## config.mk

```make
export PLATFORM = sky130hd
export DESIGN_NAME = keylock_regbank
export DESIGN_NICKNAME = d
export VERILOG_FILES = /design/src/rtl/keylock_pkg.sv /design/src/rtl/keylock_guard.sv /design/src/rtl/keylock_ctrl_regs.sv /design/src/rtl/keylock_rdmux.sv /design/src/rtl/keylock_regbank.sv
export SDC_FILE = /design/constraint.sdc
export NUM_CORES = 1
export LEC_CHECK = 0
export BUFFER_PORTS_ARGS = -buffer_cell sky130_fd_sc_hd__buf_4
export CORE_MARGIN = 8
export CORE_UTILIZATION = 55
export CTS_BUF_LIST = sky130_fd_sc_hd__clkbuf_8 sky130_fd_sc_hd__clkbuf_16
export DETAILED_ROUTE_END_ITERATION = 6
export PLACE_DENSITY = 0.76
export SETUP_SLACK_MARGIN = 0.1
export SYNTH_ARGS = -nofsm -noshare
export SYNTH_HDL_FRONTEND = slang
export SYNTH_SLANG_ARGS = --single-unit
export TNS_END_PERCENT = 20
```

## constraint.sdc

```tcl
create_clock -name clk -period 2.3 [get_ports clk]
set_input_delay 0 -clock clk [delete_from_list [all_inputs] [get_ports clk]]
set_output_delay 0 -clock clk [all_outputs]
set_load 0.02 [all_outputs]
```

## src/rtl/keylock_pkg.sv

```systemverilog
package keylock_pkg;
  localparam logic [31:0] UNLOCK_KEY = 32'h1688_A8A8;
  localparam int unsigned PRIM_OFFSET = 'h000;
  localparam int unsigned SEC_OFFSET  = 'h010;
  localparam int unsigned CTRL_BASE   = 'h0C4;

  typedef struct packed {
    logic prim;
    logic sec;
  } lock_state_t;
endpackage

```

## src/rtl/keylock_guard.sv

```systemverilog
module keylock_guard
  import keylock_pkg::*;
#(
  parameter int unsigned AW = 12,
  parameter int unsigned DW = 32
) (
  input  logic          clk,
  input  logic          rst_n,
  input  logic          wr_en,
  input  logic [AW-1:0] addr,
  input  logic [DW-1:0] wr_data,
  output lock_state_t   state_q
);
  localparam logic [AW-1:0] PRIM_A = AW'(PRIM_OFFSET);
  localparam logic [AW-1:0] SEC_A  = AW'(SEC_OFFSET);

  logic        hit_prim, hit_sec, key_ok;
  logic        prim_en, sec_en;
  lock_state_t state_d;

  always_comb begin
    hit_prim = wr_en && (addr == PRIM_A);
    hit_sec  = wr_en && (addr == SEC_A);
    key_ok   = (wr_data == DW'(UNLOCK_KEY));
    // The primary drives both bits; the secondary drives only its own bit.
    prim_en  = hit_prim;
    sec_en   = hit_prim || hit_sec;
    state_d  = state_q;
    if (prim_en) state_d.prim = key_ok;
    if (sec_en)  state_d.sec  = key_ok;
  end

  always_ff @(posedge clk or negedge rst_n) begin
    if (!rst_n) begin
      state_q <= '0;
    end else if (sec_en) begin
      state_q <= state_d;
    end
  end
endmodule

```

## src/rtl/keylock_ctrl_regs.sv

```systemverilog
module keylock_ctrl_regs
  import keylock_pkg::*;
#(
  parameter int unsigned AW     = 12,
  parameter int unsigned DW     = 32,
  parameter int unsigned N_CTRL = 4
) (
  input  logic                       clk,
  input  logic                       rst_n,
  input  logic                       wr_en,
  input  logic                       wr_allow,
  input  logic [AW-1:0]              addr,
  input  logic [DW-1:0]              wr_data,
  output logic [N_CTRL-1:0][DW-1:0]  regs_q,
  output logic [N_CTRL-1:0]          reg_we
);
  for (genvar i = 0; i < N_CTRL; i++) begin : g_reg
    localparam logic [AW-1:0] OFF = AW'(CTRL_BASE + 4 * i);
    logic [DW-1:0] d;

    always_comb begin
      reg_we[i] = wr_en && wr_allow && (addr == OFF);
      d         = reg_we[i] ? wr_data : regs_q[i];
    end

    always_ff @(posedge clk or negedge rst_n) begin
      if (!rst_n) begin
        regs_q[i] <= '0;
      end else if (reg_we[i]) begin
        regs_q[i] <= d;
      end
    end
  end
endmodule

```

## src/rtl/keylock_rdmux.sv

```systemverilog
module keylock_rdmux
  import keylock_pkg::*;
#(
  parameter int unsigned AW     = 12,
  parameter int unsigned DW     = 32,
  parameter int unsigned N_CTRL = 4
) (
  input  logic [AW-1:0]             addr,
  input  lock_state_t               state,
  input  logic [N_CTRL-1:0][DW-1:0] regs,
  output logic [DW-1:0]             word
);
  always_comb begin
    word = '0;
    if (addr == AW'(PRIM_OFFSET)) word = DW'(state.prim);
    if (addr == AW'(SEC_OFFSET))  word = DW'(state.sec);
    for (int i = 0; i < N_CTRL; i++) begin
      if (addr == AW'(CTRL_BASE + 4 * i)) word = regs[i];
    end
  end
endmodule

```

## src/rtl/keylock_regbank.sv

```systemverilog
module keylock_regbank
  import keylock_pkg::*;
#(
  parameter int unsigned AW     = 12,
  parameter int unsigned DW     = 32,
  parameter int unsigned N_CTRL = 4
) (
  input  logic          clk,
  input  logic          rst_n,
  input  logic [AW-1:0] addr,
  input  logic          wr_en,
  input  logic [DW-1:0] wr_data,
  input  logic          rd_en,
  output logic [DW-1:0] rd_data
);
  lock_state_t               lock_q;
  logic                      prim_unl, sec_unl, wr_allow;
  logic [N_CTRL-1:0][DW-1:0] ctrl_q;
  logic [N_CTRL-1:0]         ctrl_we;
  logic [DW-1:0]             rd_word, rd_d;

  keylock_guard #(.AW(AW), .DW(DW)) guard_i (
    .clk     (clk),
    .rst_n   (rst_n),
    .wr_en   (wr_en),
    .addr    (addr),
    .wr_data (wr_data),
    .state_q (lock_q)
  );

  assign prim_unl = lock_q.prim;
  assign sec_unl  = lock_q.sec;
  assign wr_allow = prim_unl && sec_unl;

  keylock_ctrl_regs #(.AW(AW), .DW(DW), .N_CTRL(N_CTRL)) regs_i (
    .clk      (clk),
    .rst_n    (rst_n),
    .wr_en    (wr_en),
    .wr_allow (wr_allow),
    .addr     (addr),
    .wr_data  (wr_data),
    .regs_q   (ctrl_q),
    .reg_we   (ctrl_we)
  );

  keylock_rdmux #(.AW(AW), .DW(DW), .N_CTRL(N_CTRL)) rdmux_i (
    .addr  (addr),
    .state (lock_q),
    .regs  (ctrl_q),
    .word  (rd_word)
  );

  always_comb rd_d = rd_en ? rd_word : rd_data;

  always_ff @(posedge clk or negedge rst_n) begin
    if (!rst_n) begin
      rd_data <= '0;
    end else if (rd_en) begin
      rd_data <= rd_d;
    end
  end
endmodule

```

==> impl_metrics.py <==
metrics = {
    "global_route": {
        "grt.total_usage": 0.209,
        "grt-ovfl-total": 0,
        "antenna_found_initial": 0,
        "grt_pass1_vias": 5470,
        "grt_pass1_wl_um": 28900,
        "grt_max_degree": 69,
    },
    "sta": {
        "drv_slew": 0,
        "finalCritPeriodShare": 0.761,
        "slew_headroom": 0.559,
        "clock_skew_ps": 6.56,
        "period_needed_ps": 1750,
        "hold_viol": 0,
        "fin_tns_setup_ps": 0,
        "setup_viol": 0,
        "rsz0062_at_grt": "false",
        "worst_pin_slew_ps": 662,
        "max_freq_mhz": 572,
    },
    "floorplan": {
        "ios": 80,
        "die_w_um": 131,
        "core_sq_mm": 0.0131,
        "dieHeight_um": 131,
        "rows": 42,
        "die-area_sq_mm": 0.0172,
        "initial_core_util": 0.557,
    },
    "worst_setup_path": {
        "critPathBufInv": 1,
        "cp-end-kind": "register",
        "crit_arrival_ps": 2050,
        "crit_slowest_cell": "dfrtp_1",
        "path_cells": "and3_1, and3_1, nand3_2, buf_4, mux2_2",
        "critPathMaxStageDelay_ps": 390,
        "path_class": "register to register",
        "cp_max_fo": 21,
        "timing.critical_path.mode_cell": "and3_1",
        "crit_required_ps": 2600,
        "critical-path-top-delay-family": "simple AND/OR/NAND/NOR gates",
        "start_kind": "register",
    },
    "route": {
        "ant_nets": 0,
        "first_iter_violations": 422,
        "num_vias": 5128,
        "vias_per_cell": 5.89,
        "drc": 0,
        "drt-total-wl_um": 17600,
        "firstDrtPassIters": 4,
        "wire_per_inst_um": 20.2,
    },
    "logic_synthesis": {
        "synth_cells": 572,
        "synthTopCellsByArea": "dfrtp_1 55%, mux2_2 17%, mux2i_1 4.1%",
        "yosysWarnings": 0,
        "ys_ff_latch": 162,
        "avgSynthCellArea_sq_um": 12.8,
        "yosysTopAreaCellShare": 0.554,
        "synth_top_cell_by_area": "dfrtp_1",
        "synth_fp_nets": 620,
        "yosysUniqueCellTypes": 41,
        "synth_area_sq_mm": 0.00731,
        "ys_seq_area_frac": 0.554,
    },
    "pwr": {
        "power_switching_uw": 1250,
        "pwr-share-seq": 0.488,
        "netSwitchingFraction": 0.214,
        "clkPwrFrac": 0.458,
        "power_leakage_uw": 0.00438,
        "power_frac_comb": 0.054,
        "intPower_uw": 4600,
        "ir_worst_vdd_uv": 425,
        "power_density_mw_per_mm2": 649,
    },
    "run": {
        "drv_cap": 0,
    },
    "finish": {
        "drive_gt1_frac": 0.349,
        "layout_commonest_cell": "dfrtp_1",
        "syn2layout_area_growth_pct": 23.2,
        "num-nets-final": 732,
        "diodes": 0,
        "layout_common_cells": "162 x dfrtp_1, 111 x mux2_2, 96 x buf_4, 37 x inv_1, 35 x dlygate4sd3_1",
        "final_cells": 870,
    },
    "cts": {
        "cts-buffers-inserted": 17,
        "clockRootBuffer": "clkbuf_16",
        "cts.repair.resized": 0,
        "cts_tree": "yes",
        "clkTransAtPathRegs_ps": 60,
        "htree_num_levels": 4,
        "clock_latency_ps": 430,
        "clock_sinks": 162,
        "clock_path_buffers": 2,
    },
    "status": {
        "status": "completed",
    },
    "min_path": {
        "hold_class": "input pin to register",
    },
    "placement": {
        "place_congestion": 0.842,
        "io_buffers": 79,
        "dpl.cell_count": 806,
        "dp_hpwl_um": 11100,
    },
}
-- final timing paths --
path | to | depth (start not counted) | start | slack, ps
worst max-delay path | regs_i.regs_q[57] | 5 | guard_i.state_q[0] | 550
worst min-delay path | guard_i.state_q[0] | 4 | addr[6] | 40
worst max register to register | regs_i.regs_q[57] | 5 | guard_i.state_q[0] | 550
worst min register to register | regs_i.regs_q[50] | 1 | regs_i.regs_q[50] | 490
max in group asynchronous | regs_i.regs_q[84] | 3 | rst_n | 1310
min in group asynchronous | rd_data[2] | 2 | rst_n | 140
-- cell families after synthesis --
kind of cell    synth area share
flops                      0.554
buf+inv                   0.0467
compound gates             0.113
simple gates              0.0428
mux                        0.243
-- what timing repair did --
item | in CTS | in global routing
hold buffers | 35 | 0
buffers inserted | 0 | 0
endpoints found under the setup margin | 0 | 0
endpoints found under the hold margin | 195 | 0
-- metal layers --
layer  wire, um  vias up  global-route usage
met5          0        -                   0
met4        461        0              0.0919
met3        878       36              0.0530
met2       8700      131               0.345
met1       7550     2641               0.254
li1           -     2320                   -
-- stage by stage --
stage	worst slack [ps]	instance area, sq um	utilization	hold slack, ps	total power (uW)
final	550	9010	0.686	43.9	5850
after global routing	480	9010	0.686	50.4	6030
after CTS	556	9010	0.686	27.1	5890
after detailed placement	209	8110	0.617	51.5	3170
after global placement	261	8110	0.617	47.2	3170
after floorplan	368	7310	-	-296	2980
-- power by group through the flow --
stage	registers, uW	logic, uW	clock network (uW)
floorplan	2910	75.8	0
global placement	2900	261	0
detailed placement	2900	268	0
CTS	2850	316	2720
global route	2850	343	2840
finish	2850	314	2680
-- cell usage after synthesis --
| master | number |
|---|---|
| o22a_1 | 30 |
| nand4bb_1 | 1 |
| clkbuf_1 | 24 |
| nor2_2 | 1 |
| and3_1 | 5 |
| buf_2 | 6 |
| or2_1 | 1 |
| nand3b_1 | 2 |
| nor3b_1 | 1 |
| buf_1 | 5 |
| nand3_2 | 1 |
| and3b_1 | 1 |
| o22ai_1 | 30 |
| nor4_1 | 2 |
| nor3_1 | 1 |
| nor2_1 | 5 |
| a31oi_1 | 1 |
| nand2_1 | 3 |
| nand3_1 | 3 |
| or4_4 | 1 |
| nor4b_4 | 1 |
| a32oi_1 | 1 |
| buf_6 | 7 |
| and4_1 | 1 |
| nand4_1 | 2 |
| o22ai_2 | 1 |
| or3_4 | 1 |
| mux2i_1 | 30 |
| a21oi_1 | 33 |
| o21ai_0 | 32 |
| o211ai_1 | 1 |
| inv_1 | 33 |
| and2_1 | 1 |
| dfrtp_1 | 162 |
| or3_1 | 1 |
| mux2_2 | 111 |
| nor4bb_1 | 3 |
| mux2_1 | 20 |
| a211oi_1 | 1 |
| a41o_1 | 1 |
| nor4b_1 | 5 |
-- worst register-to-register path, cell delays in order (launching register included) --
cell and delay (ps):
dfrtp_1 390, and3_1 230, and3_1 220, nand3_2 80
buf_4 330, mux2_2 390
-- sequential cells by signal (all words and copies together), names as in the netlist --
register / cells
rd_data: 32
guard_i.state_q: 2
regs_i.regs_q: 128
-- layout make-up --
class	count	area, sq um
Clock inverter	10	97.6
Clock buffer	19	453
Tap cell	176	220
Timing Repair Buffer	135	1140
Multi-Input combinational cell	335	2920
Sequential cell	162	4050
Inverter	33	124
Fill cell	924	4130
Note: power is estimated with default switching activity, not from simulation.
